--- src/rtl/gpio_banked_pkg.sv ---
package gpio_banked_pkg;

    localparam int BANK_PINS = 32;

    // address bits 11:5 pick the register group
    localparam logic [6:0] GRP_OUT  = 7'h00;
    localparam logic [6:0] GRP_IN   = 7'h01;
    localparam logic [6:0] GRP_SET  = 7'h02;
    localparam logic [6:0] GRP_CLR  = 7'h03;
    localparam logic [6:0] GRP_IST  = 7'h04;
    localparam logic [6:0] GRP_IMSK = 7'h05;
    localparam logic [6:0] GRP_IMCL = 7'h06;
    localparam logic [6:0] GRP_LOCK = 7'h28;

    localparam logic [11:0] CFG_BASE   = 12'h100;
    localparam logic [11:0] KEY_ADDR   = 12'h520;
    localparam logic [31:0] UNLOCK_KEY = 32'h00A5A501;

    typedef enum logic {
        UL_LOCKED = 1'b0,
        UL_ARMED  = 1'b1
    } unlock_state_e;

    typedef struct packed {
        logic [3:0] deb;
        logic [1:0] edge_sel;   // bit0 rising, bit1 falling
        logic       dir_in;
    } pin_cfg_t;

    localparam pin_cfg_t CFG_RESET = '{deb: 4'd0, edge_sel: 2'd0, dir_in: 1'b1};

endpackage

--- src/rtl/gpio_sync2.sv ---
module gpio_sync2 #(
    parameter int WIDTH = 32
) (
    input  logic             clk,
    input  logic             rst_n,
    input  logic [WIDTH-1:0] d,
    output logic [WIDTH-1:0] q
);
    logic [WIDTH-1:0] meta_q;

    always_ff @(posedge clk or negedge rst_n) begin
        if (!rst_n) begin
            meta_q <= '0;
            q      <= '0;
        end else begin
            meta_q <= d;
            q      <= meta_q;
        end
    end
endmodule

--- src/rtl/gpio_irq_bank.sv ---
module gpio_irq_bank #(
    parameter int WIDTH = 32
) (
    input  logic             clk,
    input  logic             rst_n,
    input  logic [WIDTH-1:0] sync_in,
    input  logic [WIDTH-1:0] is_input,
    input  logic [WIDTH-1:0] rise_en,
    input  logic [WIDTH-1:0] fall_en,
    input  logic [WIDTH-1:0] w1c,
    input  logic [WIDTH-1:0] mask_set,
    input  logic [WIDTH-1:0] mask_clr,
    output logic [WIDTH-1:0] status,
    output logic [WIDTH-1:0] mask
);
    logic [WIDTH-1:0] prev_q;
    logic [WIDTH-1:0] hit;

    always_comb begin
        hit = is_input & ((sync_in & ~prev_q & rise_en) |
                          (~sync_in & prev_q & fall_en));
    end

    always_ff @(posedge clk or negedge rst_n) begin
        if (!rst_n) begin
            prev_q <= '0;
            status <= '0;
            mask   <= '1;
        end else begin
            prev_q <= sync_in;
            status <= (status & ~w1c) | hit;
            mask   <= (mask | mask_set) & ~mask_clr;
        end
    end
endmodule

--- src/rtl/gpio_unlock_fsm.sv ---
module gpio_unlock_fsm
    import gpio_banked_pkg::*;
(
    input  logic clk,
    input  logic rst_n,
    input  logic key_wr,
    input  logic key_ok,
    input  logic lock_wr,
    output logic armed,
    output logic lock_we
);
    unlock_state_e state_q, state_d;

    always_ff @(posedge clk or negedge rst_n) begin
        if (!rst_n) state_q <= UL_LOCKED;
        else        state_q <= state_d;
    end

    always_comb begin
        state_d = state_q;
        unique case (state_q)
            UL_LOCKED: if (key_wr && key_ok) state_d = UL_ARMED;         // arm
            UL_ARMED: begin
                if (key_wr && !key_ok) state_d = UL_LOCKED;              // cancel
                else if (lock_wr)      state_d = UL_LOCKED;              // consume
            end
            default: state_d = UL_LOCKED;
        endcase
    end

    always_comb begin
        armed   = 1'b0;
        lock_we = 1'b0;
        unique case (state_q)
            UL_LOCKED: ;
            UL_ARMED: begin
                armed   = 1'b1;
                lock_we = lock_wr;
            end
            default: ;
        endcase
    end
endmodule

--- src/rtl/gpio_banked_ctrl.sv ---
module gpio_banked_ctrl #(
    parameter int NUM_BANKS = 2
) (
    input  logic                    clk,
    input  logic                    rst_n,
    input  logic                    bus_wr,
    input  logic [11:0]             bus_addr,
    input  logic [31:0]             bus_wdata,
    output logic [31:0]             bus_rdata,
    input  logic [NUM_BANKS*32-1:0] pad_in,
    output logic [NUM_BANKS*32-1:0] pad_out,
    output logic [NUM_BANKS*32-1:0] pad_oe,
    output logic                    irq
);
    import gpio_banked_pkg::*;

    localparam int NPINS  = NUM_BANKS * BANK_PINS;
    localparam int PIN_W  = $clog2(NPINS);
    localparam int BANK_W = (NUM_BANKS > 1) ? $clog2(NUM_BANKS) : 1;
    localparam logic [9:0] NPINS_L = 10'(NPINS);
    localparam logic [3:0] NBANK_L = 4'(NUM_BANKS);

    // decode
    logic [6:0]        grp;
    logic [BANK_W-1:0] bsel;
    logic [BANK_W+4:0] base;
    logic              bank_ok;
    logic [11:0]       cfg_off;
    logic              cfg_hit;
    logic [PIN_W-1:0]  pin_idx;
    logic              unused_bits;

    assign grp     = bus_addr[11:5];
    assign bsel    = bus_addr[2 +: BANK_W];
    assign base    = {bsel, 5'b00000};
    assign bank_ok = ({1'b0, bus_addr[4:2]} < NBANK_L);
    assign cfg_off = bus_addr - CFG_BASE;
    assign cfg_hit = (bus_addr >= CFG_BASE) && (cfg_off[11:2] < NPINS_L);
    assign pin_idx = cfg_off[PIN_W+1:2];
    assign unused_bits = ^{bus_addr[1:0], cfg_off[1:0]};

    // state
    logic [NPINS-1:0] out_q, lock_q, sync_in;
    logic [NPINS-1:0] dir_flat, rise_flat, fall_flat;
    logic [NPINS-1:0] stat_flat, mask_flat;
    pin_cfg_t         cfg_q [NPINS];
    logic             armed, lock_we;

    gpio_sync2 #(.WIDTH(NPINS)) u_sync (
        .clk(clk), .rst_n(rst_n), .d(pad_in), .q(sync_in)
    );

    gpio_unlock_fsm u_unlock (
        .clk    (clk),
        .rst_n  (rst_n),
        .key_wr (bus_wr && (bus_addr == KEY_ADDR)),
        .key_ok (bus_wdata == UNLOCK_KEY),
        .lock_wr(bus_wr && bank_ok && (grp == GRP_LOCK)),
        .armed  (armed),
        .lock_we(lock_we)
    );

    always_ff @(posedge clk or negedge rst_n) begin
        if (!rst_n) begin
            out_q  <= '0;
            lock_q <= '1;
        end else if (bus_wr && bank_ok) begin
            if (grp == GRP_SET) out_q[base +: 32] <= out_q[base +: 32] | bus_wdata;
            if (grp == GRP_CLR) out_q[base +: 32] <= out_q[base +: 32] & ~bus_wdata;
            if (lock_we)        lock_q[base +: 32] <= bus_wdata;
        end
    end

    always_ff @(posedge clk or negedge rst_n) begin
        if (!rst_n) begin
            for (int i = 0; i < NPINS; i++) cfg_q[i] <= CFG_RESET;
        end else if (bus_wr && cfg_hit) begin
            cfg_q[pin_idx] <= '{deb: bus_wdata[8:5], edge_sel: bus_wdata[4:3],
                                dir_in: bus_wdata[0]};
        end
    end

    for (genvar p = 0; p < NPINS; p++) begin : g_pin
        assign dir_flat[p]  = cfg_q[p].dir_in;
        assign rise_flat[p] = cfg_q[p].edge_sel[0];
        assign fall_flat[p] = cfg_q[p].edge_sel[1];
    end

    for (genvar b = 0; b < NUM_BANKS; b++) begin : g_bank
        logic sel;
        assign sel = bus_wr && bank_ok && (bus_addr[4:2] == 3'(b));
        gpio_irq_bank #(.WIDTH(BANK_PINS)) u_irq (
            .clk     (clk),
            .rst_n   (rst_n),
            .sync_in (sync_in[b*32 +: 32]),
            .is_input(dir_flat[b*32 +: 32]),
            .rise_en (rise_flat[b*32 +: 32]),
            .fall_en (fall_flat[b*32 +: 32]),
            .w1c     ((sel && grp == GRP_IST)  ? bus_wdata : 32'd0),
            .mask_set((sel && grp == GRP_IMSK) ? bus_wdata : 32'd0),
            .mask_clr((sel && grp == GRP_IMCL) ? bus_wdata : 32'd0),
            .status  (stat_flat[b*32 +: 32]),
            .mask    (mask_flat[b*32 +: 32])
        );
    end

    assign pad_out = out_q;
    assign pad_oe  = ~dir_flat;
    assign irq     = |(stat_flat & ~mask_flat);

    always_comb begin
        bus_rdata = 32'd0;
        if (cfg_hit) begin
            bus_rdata = {23'd0, cfg_q[pin_idx].deb, cfg_q[pin_idx].edge_sel,
                         2'b00, cfg_q[pin_idx].dir_in};
        end else if (bank_ok) begin
            case (grp)
                GRP_OUT:  bus_rdata = out_q[base +: 32];
                GRP_IN:   bus_rdata = sync_in[base +: 32];
                GRP_IST:  bus_rdata = stat_flat[base +: 32];
                GRP_IMSK: bus_rdata = mask_flat[base +: 32];
                GRP_LOCK: bus_rdata = lock_q[base +: 32];
                default:  bus_rdata = 32'd0;
            endcase
        end
    end
endmodule

--- config.mk ---
export PLATFORM = sky130hd
export DESIGN_NAME = gpio_banked_ctrl
export DESIGN_NICKNAME = d
export VERILOG_FILES = /design/src/rtl/gpio_banked_pkg.sv /design/src/rtl/gpio_sync2.sv /design/src/rtl/gpio_irq_bank.sv /design/src/rtl/gpio_unlock_fsm.sv /design/src/rtl/gpio_banked_ctrl.sv
export SDC_FILE = /design/constraint.sdc
export NUM_CORES = 2
export LEC_CHECK = 0
export BUFFER_PORTS_ARGS = -buffer_cell sky130_fd_sc_hd__clkbuf_2
export CAP_MARGIN = 25
export CORE_MARGIN = 5
export CORE_UTILIZATION = 45
export DETAILED_ROUTE_END_ITERATION = 6
export SYNTH_ARGS = -nofsm -noshare
export SYNTH_HDL_FRONTEND = slang
export SYNTH_SLANG_ARGS = --single-unit
--- constraint.sdc ---
create_clock -name clk -period 4 [get_ports clk]
set_clock_uncertainty 0.05 [all_clocks]
set_input_delay 0.6 -clock clk [delete_from_list [all_inputs] [get_ports clk]]
set_output_delay 0.6 -clock clk [all_outputs]
set_load 0.02 [all_outputs]
### After elaboration in Yosys (flattened, before gate mapping)

Index checks and enable logic that the tools add are counted.
W data, S select, Z words.

* flip-flop bits (word level): 897
* bits of input ports: 111
* output and inout bits: 161

* $add $sub $neg: 2
* $lt $le $gt $ge: 5
* equal/unequal tests: 10
* shift-type cells: 9
* multiplexer cells: 26
* bitwise operators: 36
* reductions and logical operators: 21

Operators by type and width (number)
* $and A32 B32 Y32: 15
* $bwmux W448: 1
* $shiftx A64 B7 Y32: 5
* $not A32 Y32: 9
* $mux W32: 8
* $or A32 B32 Y32: 7
* $bwmux W64: 3
* $mux W64: 3
* $shiftx A32 B8 Y64: 3
* $pmux W32 S5: 1
* $not A64 Y64: 2
* $and A64 B64 Y64: 1
* $reduce_or A64 Y1: 1
* $shift A32 B8 Y64 const A: 1
* $bmux W7 S6: 1
* $demux W7 S6: 1
* $eq A32 B24 Y1 const B: 1
* $eq A7 B3 Y1 const B: 3
* $mux W7: 3
* $logic_and A1 B1 Y1: 16
* $eq A7 B2 Y1 const B: 2
* $eq A12 B11 Y1 const B: 1
* $ge A12 B9 Y1 const B: 1
* $sub A12 B9 Y12 const B: 1
* 16 further kinds: 19

### Logic depth before layout (Yosys ltp)

* depth after elaboration: 8
* depth in mapped cells: 11
* depth with buffers taken out: 6

### Modules after synthesis

Synthesis repeated with hierarchy kept, for this count alone.

* cells, all modules: 3286
* area total of the unflattened synthesis: 41383.4 µm²

Modules (own cells, without submodules)
* gpio_banked_ctrl: instances 1, cells an instance 2578, area an instance 30925.9 µm², sequential area each 14574.0 µm²
* gpio_irq_bank: instances 2, cells an instance 288, area an instance 3603.5 µm², sequential area each 2442.3 µm²
* gpio_sync2: instances 1, cells an instance 128, area an instance 3203.1 µm², sequential area each 3203.1 µm²
* gpio_unlock_fsm: instances 1, cells an instance 4, area an instance 47.5 µm², sequential area each 25.0 µm²

### Least setup slack after synthesis

Ideal clock, no wire load.

* kind: in2out
* start point: in bus_addr[4]
* end point: out bus_rdata[3]
* arrival: 2.561 ns
* required time: 3.350 ns
* path slack: 0.789 ns
* stages on the path: 8
* path buffers: 3
* cells stage by stage: buf_4 buf_2 nor2_1 buf_2 a221oi_1 o311ai_0 nor3_1 o32ai_1

* longest elaborated chain between the ends: 6
* elaborated cells on any way between the ends: 11
* classes of those cells: add/sub: 1; order compare: 3; mux: 5; bitwise: 1; reduce/logical: 1

RTL lines
* from (decl): line gpio_banked_ctrl.sv:7 `input logic [11:0] bus_addr,`
* $sub A12 B9 Y12: line gpio_banked_ctrl.sv:37 `assign cfg_off = bus_addr - CFG_BASE;`
* $not A6 Y7 (implied by the code): line gpio_banked_ctrl.sv:114 `bus_rdata = {23'd0, cfg_q[pin_idx].deb, cfg_q[pin_idx].edge_sel,`
* $bmux W7 S6: line gpio_banked_ctrl.sv:114
* $mux W7 (2 in a row)
* $mux W32 (*): line gpio_banked_ctrl.sv:113 `if (cfg_hit) begin`
* to (decl): line gpio_banked_ctrl.sv:9 `output logic [31:0] bus_rdata,`

Mark *: on every way between the ends. The rest lies on a longest branch, timed or not. The select of a mux whose other input is x is not followed.

### Worst setup path in the final report

* start point: in bus_addr[10]
* end point: out bus_rdata[23]

* longest elaborated chain between the ends: 4
* elaborated cells on any way between the ends: 12
* classes of those cells: add/sub: 1; order compare: 2; eq/ne: 4; mux: 3; reduce/logical: 2

RTL lines (line)
* $sub A12 B9 Y12, or another cell as far along: gpio_banked_ctrl.sv:37
* $lt A10 B7 Y1 or $pmux W32 S5 (tied branches): gpio_banked_ctrl.sv:38, gpio_banked_ctrl.sv:117
* $logic_and A1 B1 Y1 or $mux W32 (tied branches): gpio_banked_ctrl.sv:38, gpio_banked_ctrl.sv:116
* $mux W32 (*): gpio_banked_ctrl.sv:113

Mark *: on every way between the ends. The rest lies on a longest branch, timed or not.

==> run_results.csv <==
group,metric,value,unit
cts,cts_sinks,897,
detailed_routing,detail_route.first_pass.iterations,6,
status,status,"finished, final reports clean",
detailed_routing,drt_iter0_drc,3799,
worst_setup_path,reg2reg_depth,2,
finish,syn_to_final_growth,19.5,%
logic_synthesis,yosysTopAreaCellShare,44.1,%
worst_setup_path,worstPathMaxFanout,10,
detailed_routing,dr_wl_met2,70.6,mm
logic_synthesis,ys_top_cells_by_count,"705 x dfrtp_1, 530 x mux2_2, 303 x a21oi_1, 230 x nand2_1, 192 x dfstp_2",
worst_setup_path,cp-startpoint,"bus_addr[10]",
logic_synthesis,synth_simple_gate_area_share,5.95,%
timing,slew_headroom,33.9,%
timing,final_max_slew_viol_count,0,
cts,clockRootBuffer,"clkbuf_16",
logic_synthesis,synth.distinct_cells,63,
timing,period_needed,3.90,ns
logic_synthesis,synthTopCellsByArea,"dfrtp_1 44%, mux2_2 15%, dfstp_2 13%",
logic_synthesis,async_flop_share,100,%
logic_synthesis,ys_ff_latch,897,
cts,cts_setup_buffers,0,
timing,period_share,97.5,%
detailed_routing,antenna_left,0,
logic_synthesis,synth_top_flop_cell,"dfrtp_1",
timing,setup_viol,0,
run,maxCapViolations,0,
cts,clk_pin_slew,0.06,ns
logic_synthesis,synth_top_family_by_area,"multiplexers",
logic_synthesis,synthCells,3280,
logic_synthesis,synth_compound_area_share,13.6,%
worst_hold_path,worstHoldStart,"bus_wdata[18]",
grt,grt-ovfl-total,0,
detailed_routing,viasPerCell,6.31,
timing,worst_pin_slew,0.991,ns
finish,final_cell_count_no_fill,4933,
logic_synthesis,synth_fp_nets,3391,
worst_hold_path,hold_depth,2,
logic_synthesis,synth-edff-count,0,
detailed_routing,wirelength,160,mm
floorplanning,start_util,45.3,%
place,io_buffers,271,
cts,cts_tree,"yes",
place,dp.cells,4676,
detailed_routing,drcViolationCount,0,
timing,rsz0062_at_grt,"false",
finish,drive_gt1_share,38.3,%
logic_synthesis,synth_mux_area_share,19.9,%
pwr,ir_drop,0.419,mV
floorplanning,die_x,308,um
cts,clock_latency,0.70,ns
cts,h-tree-depth,3,
worst_setup_path,arrival,3.25,ns
timing,fmax,256,MHz
detailed_routing,routedWlPerCell,32.5,um
grt,grt_start_max_net_pins,107,
worst_setup_path,worst_setup_path_start_kind,"primary input",
finish,multi_input_area,15900,sq um
worst_setup_path,path_class,"in2out",
logic_synthesis,avgSynthCellArea,12.2,sq um
worst_hold_path,holdCritPathClass,"in2reg",
detailed_routing,wl_met1,66.0,mm
grt,antenna_found_initial,8,
floorplanning,coreArea,88400,sq um
floorplanning,rows,109,
timing,finalHoldViolations,0,
worst_setup_path,end_kind,"output port",
worst_setup_path,worstReg2RegStart,"u_sync.q[17]",
finish,fillers,7622,
pwr,p_leak,21.4,nW
floorplanning,chipHeight,308,um
logic_synthesis,synth_top_area_cell,"dfrtp_1",
detailed_routing,vias,31137,
timing,tns,0,ns
logic_synthesis,synthAdderAreaFrac,0,%
logic_synthesis,synth.most_common_cell,"dfrtp_1",
worst_setup_path,worstPathRequired,3.35,ns
floorplanning,io_pins,272,
logic_synthesis,mappedNetlistArea,40000,sq um
cts,cts.path.max_buffers,3,
pwr,powerDensity,429,nW/um^2
finish,final_nets,3788,
logic_synthesis,synth_xor_area_share,0,%
grt,grt_pass1_wl,228,mm
finish,layout.area.seq,22700,sq um
detailed_routing,met3WireLength,15.4,mm
place,place_congestion,1.01,
cts,cts_made_buffers,98,
place,dp_hpwl,116,mm
grt,globalRouteTotalUtil,33.2,%
logic_synthesis,yosysWarnings,0,
detailed_routing,top_layer,"met5",
grt,grt_pass1_vias,30092,
logic_synthesis,yosysSeqAreaShare,56.7,%
floorplanning,die-area,95000,sq um
## where the power goes
part	internal (W)	total [W]	switching [W]	leakage, nW
sequential	0.00929	0.00948	0.000197	11.4
combinational	0.000448	0.00138	0.000929	8.35
clock	0.00574	0.00965	0.00391	1.69
total	0.0155	0.0205	0.00504	21.4
## logic make-up (layout without fill, tap and decap cells)
logic type | after synthesis | count (layout)
multiplexers | 695 | 695
AO/OA/AOI/OAI | 837 | 837
buffers and inverters | 371 | 853
other | 0 | 6
flip-flops | 897 | 897
AND/OR/NAND/NOR | 480 | 480
## cell usage in the layout (no fill, tap or decap), types with 53 or more instances in the layout
cell type	instances
a21oi_1	303
a221oi_1	73
a22o_1	86
a22oi_1	76
buf_4	170
clkbuf_16	100
clkbuf_2	268
dfrtp_1	705
dfstp_2	192
dlygate4sd3_1	65
inv_1	136
mux2_2	530
mux2i_1	120
nand2_1	230
nand3b_1	64
o21ai_0	122
o22ai_1	53
## worst paths after layout
kind / endpoint / slack [ns]
setup / recovery: bus_rdata[23] / 0.10
hold / removal: g_bank[0].u_irq.mask[18] / 0.26
setup reg to reg: g_bank[0].u_irq.status[17] / 2.43
hold reg to reg: u_sync.q[42] / 0.29
max in group asynchronous: u_sync.q[14] / 2.25
min in group asynchronous: u_sync.q[22] / 0.51
## area by class of cell
cell class	count	area share, %
clock buffer	139	5.94
antenna	6	0.0314
timing repair buffer	530	7.91
tap	1165	3.05
sequential	897	47.5
clock inverter	46	1.23
inverter	138	1.08
multi-input combinational	2012	33.3
## state kept, by name, summed over array words and instances (netlist names)
register / flops
cfg_q: 448
g_bank.u_irq.mask: 64
g_bank.u_irq.prev_q: 64
g_bank.u_irq.status: 64
lock_q: 64
pad_out: 64
u_sync.meta_q: 64
u_sync.q: 64
u_unlock.state_q: 1
## metrics by stage
stage	util, %	hold slack (ns)	worst slack, ns	area, sq um	power [W]
detailed placement	49.4	0.285	0.0240	43700	0.0109
finish	54.1	0.262	0.101	47800	0.0205
global route	54.1	0.246	0.0464	47800	0.0210
CTS	54.1	0.228	0.0213	47800	0.0206
global placement	49.4	0.282	0.0970	43700	0.0109
floorplan	-	0.254	0.789	40000	0.0101
## critical path: stages
cell      delay [ns]
clkbuf_2        0.11
or3_1           0.53
or3_1           0.40
or2_0           0.34
buf_4           0.27
or2_1           0.51
o22ai_1         0.27
clkbuf_2        0.21
## routing by layer
layer	up-vias	track usage (%)
met2	1799	49.4
li1	12840	-
met5	-	0
met4	2	14.4
met3	353	7.48
met1	16143	47.1
## timing repair
action / CTS / global route
hold endpoints to repair: 118 / 0
gates resized for setup: 0 / 3
hold buffers: 65 / 0
setup endpoints to repair: 0 / 9
(Power assumes the default switching activity.)
